### config.mk
export PLATFORM = sky130hd
export DESIGN_NAME = int_alu
export DESIGN_NICKNAME = d
export VERILOG_FILES = /design/src/rtl/int_alu_pkg.sv /design/src/rtl/int_alu_addsub.sv /design/src/rtl/int_alu_bitwise.sv /design/src/rtl/int_alu_outsel.sv /design/src/rtl/int_alu.sv
export SDC_FILE = /design/constraint.sdc
export NUM_CORES = 1
export LEC_CHECK = 0
export CAP_MARGIN = 30
export CORE_ASPECT_RATIO = 0.7
export CORE_MARGIN = 2
export CORE_UTILIZATION = 36
export DETAILED_ROUTE_END_ITERATION = 10
export GPL_TIMING_DRIVEN = 0
export MAX_ROUTING_LAYER = met4
export PLACE_DENSITY = 0.73
export SETUP_SLACK_MARGIN = 0.15
export SLEW_MARGIN = 5
export SYNTH_ARGS = -nofsm -noshare
export SYNTH_HDL_FRONTEND = slang
export SYNTH_SLANG_ARGS = --single-unit
### constraint.sdc
create_clock -name vclk -period 12.1
set_clock_uncertainty 0.05 [all_clocks]
set_input_delay 2.42 -clock vclk [all_inputs]
set_output_delay 2.42 -clock vclk [all_outputs]
set_load 0.005 [all_outputs]
### src/rtl/int_alu_pkg.sv
package int_alu_pkg;

    localparam int OP_W = 3;

    // Selector bit 2 requests the inverted-B, carry-in-one adder path.
    typedef enum logic [OP_W-1:0] {
        ALU_AND = 3'b000,
        ALU_OR  = 3'b001,
        ALU_ADD = 3'b010,
        ALU_SUB = 3'b110,
        ALU_SLT = 3'b111
    } alu_op_e;

endpackage

### src/rtl/int_alu_addsub.sv
module int_alu_addsub #(
    parameter int W      = 32,
    parameter bit RIPPLE = 1'b0
) (
    input  logic [W-1:0] a_i,
    input  logic [W-1:0] b_i,
    input  logic         inv_b_i,
    output logic [W-1:0] sum_o,
    output logic         carry_o,
    output logic         ovf_o
);

    logic [W-1:0] b_eff;
    logic         cin;

    assign b_eff = inv_b_i ? ~b_i : b_i;
    assign cin   = inv_b_i;

    generate
        if (RIPPLE) begin : g_ripple
            logic [W:0] chain;
            assign chain[0] = cin;
            for (genvar i = 0; i < W; i++) begin : g_bit
                assign sum_o[i]     = a_i[i] ^ b_eff[i] ^ chain[i];
                assign chain[i+1]   = (a_i[i] & b_eff[i]) | (chain[i] & (a_i[i] ^ b_eff[i]));
            end
            assign carry_o = chain[W];
        end else begin : g_flat
            logic [W:0] wide;
            assign wide    = {1'b0, a_i} + {1'b0, b_eff} + {{W{1'b0}}, cin};
            assign sum_o   = wide[W-1:0];
            assign carry_o = wide[W];
        end
    endgenerate

    // Signed overflow: like-signed adder inputs, sum sign flipped.
    assign ovf_o = (a_i[W-1] == b_eff[W-1]) && (sum_o[W-1] != a_i[W-1]);

endmodule

### src/rtl/int_alu_bitwise.sv
module int_alu_bitwise #(
    parameter int W = 32
) (
    input  logic [W-1:0] a_i,
    input  logic [W-1:0] b_i,
    input  logic         sel_or_i,
    output logic [W-1:0] out_o
);

    assign out_o = sel_or_i ? (a_i | b_i) : (a_i & b_i);

endmodule

### src/rtl/int_alu_outsel.sv
module int_alu_outsel
    import int_alu_pkg::*;
#(
    parameter int W = 32
) (
    input  logic [OP_W-1:0] op_i,
    input  logic [W-1:0]    logic_i,
    input  logic [W-1:0]    sum_i,
    input  logic            carry_i,
    input  logic            ovf_i,
    output logic [W-1:0]    result_o,
    output logic            zero_o,
    output logic            ovf_o,
    output logic            cout_o
);

    logic less;

    // Sign of the difference corrected by overflow gives the signed order.
    assign less = sum_i[W-1] ^ ovf_i;

    always_comb begin
        result_o = '0;
        zero_o   = 1'b0;
        ovf_o    = 1'b0;
        cout_o   = 1'b0;
        unique case (op_i)
            ALU_AND, ALU_OR: begin
                result_o = logic_i;
                zero_o   = (logic_i == '0);
            end
            ALU_ADD, ALU_SUB: begin
                result_o = sum_i;
                zero_o   = (sum_i == '0);
                ovf_o    = ovf_i;
                cout_o   = carry_i;
            end
            ALU_SLT: begin
                result_o = {{(W-1){1'b0}}, less};
                zero_o   = ~less;
            end
            default: begin
                result_o = '0;
            end
        endcase
    end

endmodule

### src/rtl/int_alu.sv
module int_alu
    import int_alu_pkg::*;
#(
    parameter int W      = 32,
    parameter bit RIPPLE = 1'b0
) (
    input  logic [W-1:0]    opnd_a_i,
    input  logic [W-1:0]    opnd_b_i,
    input  logic [OP_W-1:0] op_sel_i,
    output logic [W-1:0]    result_o,
    output logic            zero_o,
    output logic            ovf_o,
    output logic            cout_o
);

    logic [W-1:0] logic_w;
    logic [W-1:0] sum_w;
    logic         carry_w;
    logic         ovf_w;

    int_alu_bitwise #(.W(W)) u_bitwise (
        .a_i      (opnd_a_i),
        .b_i      (opnd_b_i),
        .sel_or_i (op_sel_i[0]),
        .out_o    (logic_w)
    );

    int_alu_addsub #(.W(W), .RIPPLE(RIPPLE)) u_addsub (
        .a_i     (opnd_a_i),
        .b_i     (opnd_b_i),
        .inv_b_i (op_sel_i[OP_W-1]),
        .sum_o   (sum_w),
        .carry_o (carry_w),
        .ovf_o   (ovf_w)
    );

    int_alu_outsel #(.W(W)) u_outsel (
        .op_i     (op_sel_i),
        .logic_i  (logic_w),
        .sum_i    (sum_w),
        .carry_i  (carry_w),
        .ovf_i    (ovf_w),
        .result_o (result_o),
        .zero_o   (zero_o),
        .ovf_o    (ovf_o),
        .cout_o   (cout_o)
    );

    // Port-level checks on the assembled outputs.
    always_comb begin
        if (op_sel_i == ALU_AND || op_sel_i == ALU_OR || op_sel_i == ALU_ADD ||
            op_sel_i == ALU_SUB || op_sel_i == ALU_SLT) begin
            assert_zero_flag_R6: assert (zero_o == (result_o == '0));
        end
        if (op_sel_i == ALU_SLT) begin
            assert_slt_narrow_R5: assert (result_o[W-1:1] == '0);
        end
        if (op_sel_i == ALU_AND || op_sel_i == ALU_OR || op_sel_i == ALU_SLT) begin
            assert_no_overflow_R9: assert (!ovf_o && !cout_o);
        end
        if (op_sel_i == ALU_ADD && ovf_o) begin
            assert_add_ovf_sign_R7: assert ((opnd_a_i[W-1] == opnd_b_i[W-1]) &&
                                            (result_o[W-1] != opnd_a_i[W-1]));
        end
        if (op_sel_i == 3'b011 || op_sel_i == 3'b100 || op_sel_i == 3'b101) begin
            assert_unused_clear_R10: assert (result_o == '0 && !zero_o && !ovf_o && !cout_o);
        end
    end

endmodule

### Word level (Yosys, flattened, before mapping)

Index checks and enable logic that the tools add are counted.

* add/sub/neg operators: 2
* equal/unequal tests: 6
* reductions and logical operators: 6
* mux-type cells: 6
* bitwise logic cells: 5

Operators with widths (count)
* one-hot mux 32 bit (3 select lines): 1
* logical NOT 32 bit: 2
* 2-to-1 mux 32 bit: 2
* adder 32 x 32 -> 33 bit: 1
* adder 33 x 1 -> 33 bit: 1
* bitwise AND 32 bit: 1
* inverter 32 bit: 1
* OR 32 bit: 1
* == test 3 bit (second input constant): 2
* OR reduction 2 bit: 2
* == test 3 x 1 -> 1 bit (second input constant): 1
* == test 3 x 2 -> 1 bit (second input constant): 1
* logical NOT 3 bit: 1
* one-hot mux 1 bit (3 select lines): 1
* 2-to-1 mux 1 bit: 2
* == test 1 bit: 1
* logical AND 1 bit: 1
* != test 1 bit: 1
* inverter 1 bit: 1
* bitwise XOR 1 bit: 1

* bits in registers: 0
* output and inout port bits: 35
* word-level logic and storage cells: 25
* bits of input ports: 67

### Depth between registers and ports, before layout

* word-level depth: 9
* mapped depth: 24
* depth with buffers taken out: 21

### By module

From an unflattened synthesis, not the netlist that was laid out.

* cell total of the unflattened synthesis: 379
* area, all modules: 2945.3 um2

Modules (own cells, without submodules)
* int_alu_addsub: instances 1, area an instance 2039.5 um2, sequential area each 0.0 um2, cells each 271
* int_alu_outsel: instances 1, area an instance 514.2 um2, sequential area each 0.0 um2, cells each 73
* int_alu_bitwise: instances 1, area an instance 391.6 um2, sequential area each 0.0 um2, cells each 35

### Worst setup path before layout

No wires, ideal clock.

* path type: input port to output port
* start point: input port op_sel_i[2]
* end point: output port zero_o
* slack: 2394 ps
* data required time: 9630 ps
* buffers on the path: 2
* arrival: 7236 ps
* cell stages on the path: 23
* path through: clkbuf_1 -> clkbuf_1 -> xor2_1 -> ha_1 -> nand4_1 -> o22ai_1 -> nand2_2 -> a2111oi_0 -> o31ai_1 -> a21oi_1 -> o21ai_0 -> nand2b_1 -> a21oi_1 -> fa_1 -> nand2b_1 -> a21oi_1 -> nand4_1 -> nor4_1 -> o2111ai_1 -> nor3_1 -> nand4_1 -> or4_1 -> o41ai_2

* cells in the longest elaborated chain, start to end: 8
* elaborated cells between the ends (all ways): 17
* those cells by class: 2 x add/sub; 6 x eq/ne; 2 x mux; 2 x bitwise; 5 x reduce/logical

RTL lines
* from (decl): line int_alu.sv:9 `input logic [OP_W-1:0] op_sel_i,`
* 2-to-1 mux 32 bit: line int_alu_addsub.sv:16 `assign b_eff = inv_b_i ? ~b_i : b_i;`
* adder 32 x 32 -> 33 bit: line int_alu_addsub.sv:30 `assign wide = {1'b0, a_i} + {1'b0, b_eff} + {{W{1'b0}}, cin};`
* adder 33 x 1 -> 33 bit: line int_alu_addsub.sv:30
* != test 1 bit: line int_alu_addsub.sv:37 `assign ovf_o = (a_i[W-1] == b_eff[W-1]) && (sum_o[W-1] != a_i[W-1]);`
* logical AND 1 bit: line int_alu_addsub.sv:37
* bitwise XOR 1 bit: line int_alu_outsel.sv:20 `assign less = sum_i[W-1] ^ ovf_i;`
* inverter 1 bit: line int_alu_outsel.sv:40 `zero_o = ~less;`
* one-hot mux 1 bit (3 select lines) *: line int_alu_outsel.sv:27 `unique case (op_i)`
* to (decl): line int_alu.sv:11 `output logic zero_o,`

Mark *: on every way between the ends. The rest lies on a longest branch, timed or not.

### Worst setup path after layout

Ends and elaborated chain as after synthesis.

==> impl_metrics.toml <==
[outcome]
status = "completed"

[floorplanning]
die_area_mm2 = 0.01019
num_rows = 29
die_h_um = 85.05
core-area_mm2 = 0.009107
start_util = 0.3709
die_w_um = 119.8
ios = 102

[drt]
viasPerCell = 6.355
avgRoutedWirePerCell_um = 21.25
drt_iter0_drc = 383
wirelength_mm = 14.66
vias = 4385
drc = 0
first_pass_iters = 5
ant_nets = 0

[placement]
gp_congestion = 1.020
place_hpwl_mm = 11.92
port_buffers = 101
dp.cells = 690
dpl_cell_area_mm2 = 0.004544

[yosys]
synth_cell_types = 66
synth_top_area_frac = 0.1222
synthesis.area_mm2 = 0.003378
avgSynthCellArea_um2 = 7.265
mappedNetlistNets = 567
synth_cells = 465
ys_seq_area_frac = 0
synth_area_leaders = "ha_1 12%, xor2_1 11%, maj3_1 9.5%"
ys_warn_count = 0
yosys.area.top_type = "ha_1"

[min_path]
hp-start = "op_sel_i[2]"
hold_path_depth = 5
hold_end = "result_o[0]"
hold_path.class = "in2out"

[grt]
grt-busiest-layer = "met1"
grt_use_total = 0.2854
antenna_found_initial = 0
gr-usage-met1 = 0.4145
grt_pass1_wl_mm = 22.45
grt_use_met2 = 0.4057
grt_max_degree = 11
grt_remaining_overflow = 0
first_global_vias = 4074
use_met3 = 0.05712

[critical_path]
critPathMaxFanout = 10
arrival_ns = 9.06
cp_top_family = "compound AO/OA/AOI/OAI gates"
startpoint = "op_sel_i[2]"
critPathMostFrequentCell = "a21oi_1"
required_ns = 9.63
slowest_delay_ns = 0.57
start_kind = "primary input"
endpoint_kind = "output pin"
slowest_stage = "or4_1"
worst-path-buf-inv = 4
worstSetupPathType = "in2out"

[sta]
final.setup.tns_ns = 0
hold_viol = 0
slew_headroom = 0.4510
worst_hold_slack_ns = 5.854
slew_viol_final = 0
fmax_mhz = 86.75
min_period_ns = 11.53
setup_viol = 0
rsz0062_at_grt = "no"
tightestPinTransition_ns = 0.8235
period_share = 0.9527

[cells_and_area]
seq_cells = 0
regArea_um2 = 0
multi_input_area_mm2 = 0.003219
n_antenna_cell = 0
fin_nets = 670
final_area_mm2 = 0.004568
clkbuf_count = 0
final_cells = 690
drive_above_1_share = 0.06007
fill_cells = 928
syn2layout_area_growth_pct = 35.22

[power]
p_clk_frac = 0
p_leak_nw = 1.668
ir_drop_v = 0.00002401
fin_total_pwr_uw = 312.6
p_per_area_mw_per_mm2 = 68.43
power_switching_uw = 173.8
seqPwrFrac = 0
p_sw_frac = 0.5560
p_int_uw = 138.8
power_frac_comb = 1.000

[clock_network]
cts_setup_buffers = 0
holdBufCountCts = 0

[run]
maxCapViolCount = 0
## power by group through the flow
stage                     logic [mW]  clock network (mW)  registers, mW
after CTS                      0.304                   0              0
after floorplan                0.185                   0              0
after global routing           0.337                   0              0
final                          0.313                   0              0
after detailed placement       0.302                   0              0
after global placement         0.301                   0              0
## how the worst max path moves through the flow
stage,slack (ns),end,cells after the start
CTS,0.16,zero_o,24
floorplan,2.39,zero_o,23
global route,0.21,zero_o,25
finish,0.57,zero_o,25
detailed placement,0.17,zero_o,24
global placement,0.13,zero_o,24
## tightest hold or removal path: stages
cell and delay [ns]:
clkbuf_1 0.18, nand3_1 0.13, o21ai_0 0.07, a22o_1 0.24, clkdlybuf4s50_1 0.45
## per-stage QoR
| step | util | setup WS [ns] |
|---|---|---|
| 3_3_place_gp | 0.4990 | 0.1293 |
| 6_report | 0.5016 | 0.5720 |
| 5_1_grt | 0.5016 | 0.2116 |
| 2_1_floorplan | - | 2.394 |
| 4_1_cts | 0.4990 | 0.1587 |
| 3_5_place_dp | 0.4990 | 0.1688 |
## cells in the final DEF, fill, tap and decap left out, types with 12 or more instances in the layout
cell type,instances
nor2_1,15
xnor2_1,13
inv_1,19
clkbuf_1,12
o21ai_0,22
ha_1,33
nor4_1,15
maj3_1,32
xor2_1,43
a21oi_1,46
clkdlybuf4s50_1,101
a22o_1,22
nand2_1,30
## timing repair
action,in CTS,in global routing
gates resized for setup,0,12
hold endpoints to repair,0,0
setup endpoints to repair,0,1
## cells by family after synthesis
| family | synth area share |
|---|---|
| adders and majority gates | 0.2289 |
| xor gates and xnor gates | 0.1452 |
| and+or+nand+nor | 0.1774 |
| AOI/OAI and AO/OA | 0.3926 |
| muxes | 0.002963 |
| buffers and inverters | 0.05296 |
## per-layer routing
layer	vias to the layer above	part of all wire	routed length, um
li1	2025	-	-
met1	2079	0.48	7065
met2	250	0.40	5885
met3	31	0.095	1387
met4	0	0.022	324
met5	-	0	0
## synthesized netlist by cell type, drive strengths merged, types with 3 or more instances
library cell	n
nor2	16
xnor2	13
a21boi	3
or3	4
clkbuf	15
and3	8
o31ai	3
o211ai	5
nand2	32
maj3	32
o21a	10
nor4	15
nand2b	4
and4	3
a21o	6
inv	19
o21bai	6
buf	8
a22o	23
nand4	10
xor2	43
ha	33
a31oi	4
o2111ai	3
a221oi	11
o22ai	11
a211oi	12
o21ai	33
nor3	6
nand3	7
a21oi	47
## layout make-up
cell class,count,share of cell area
well taps,124,0.03396
inverters,19,0.01561
repair buffers,101,0.2213
multi-input cells,423,0.7047
plain buffers,23,0.02438
Power figures use the tool's default switching activity.
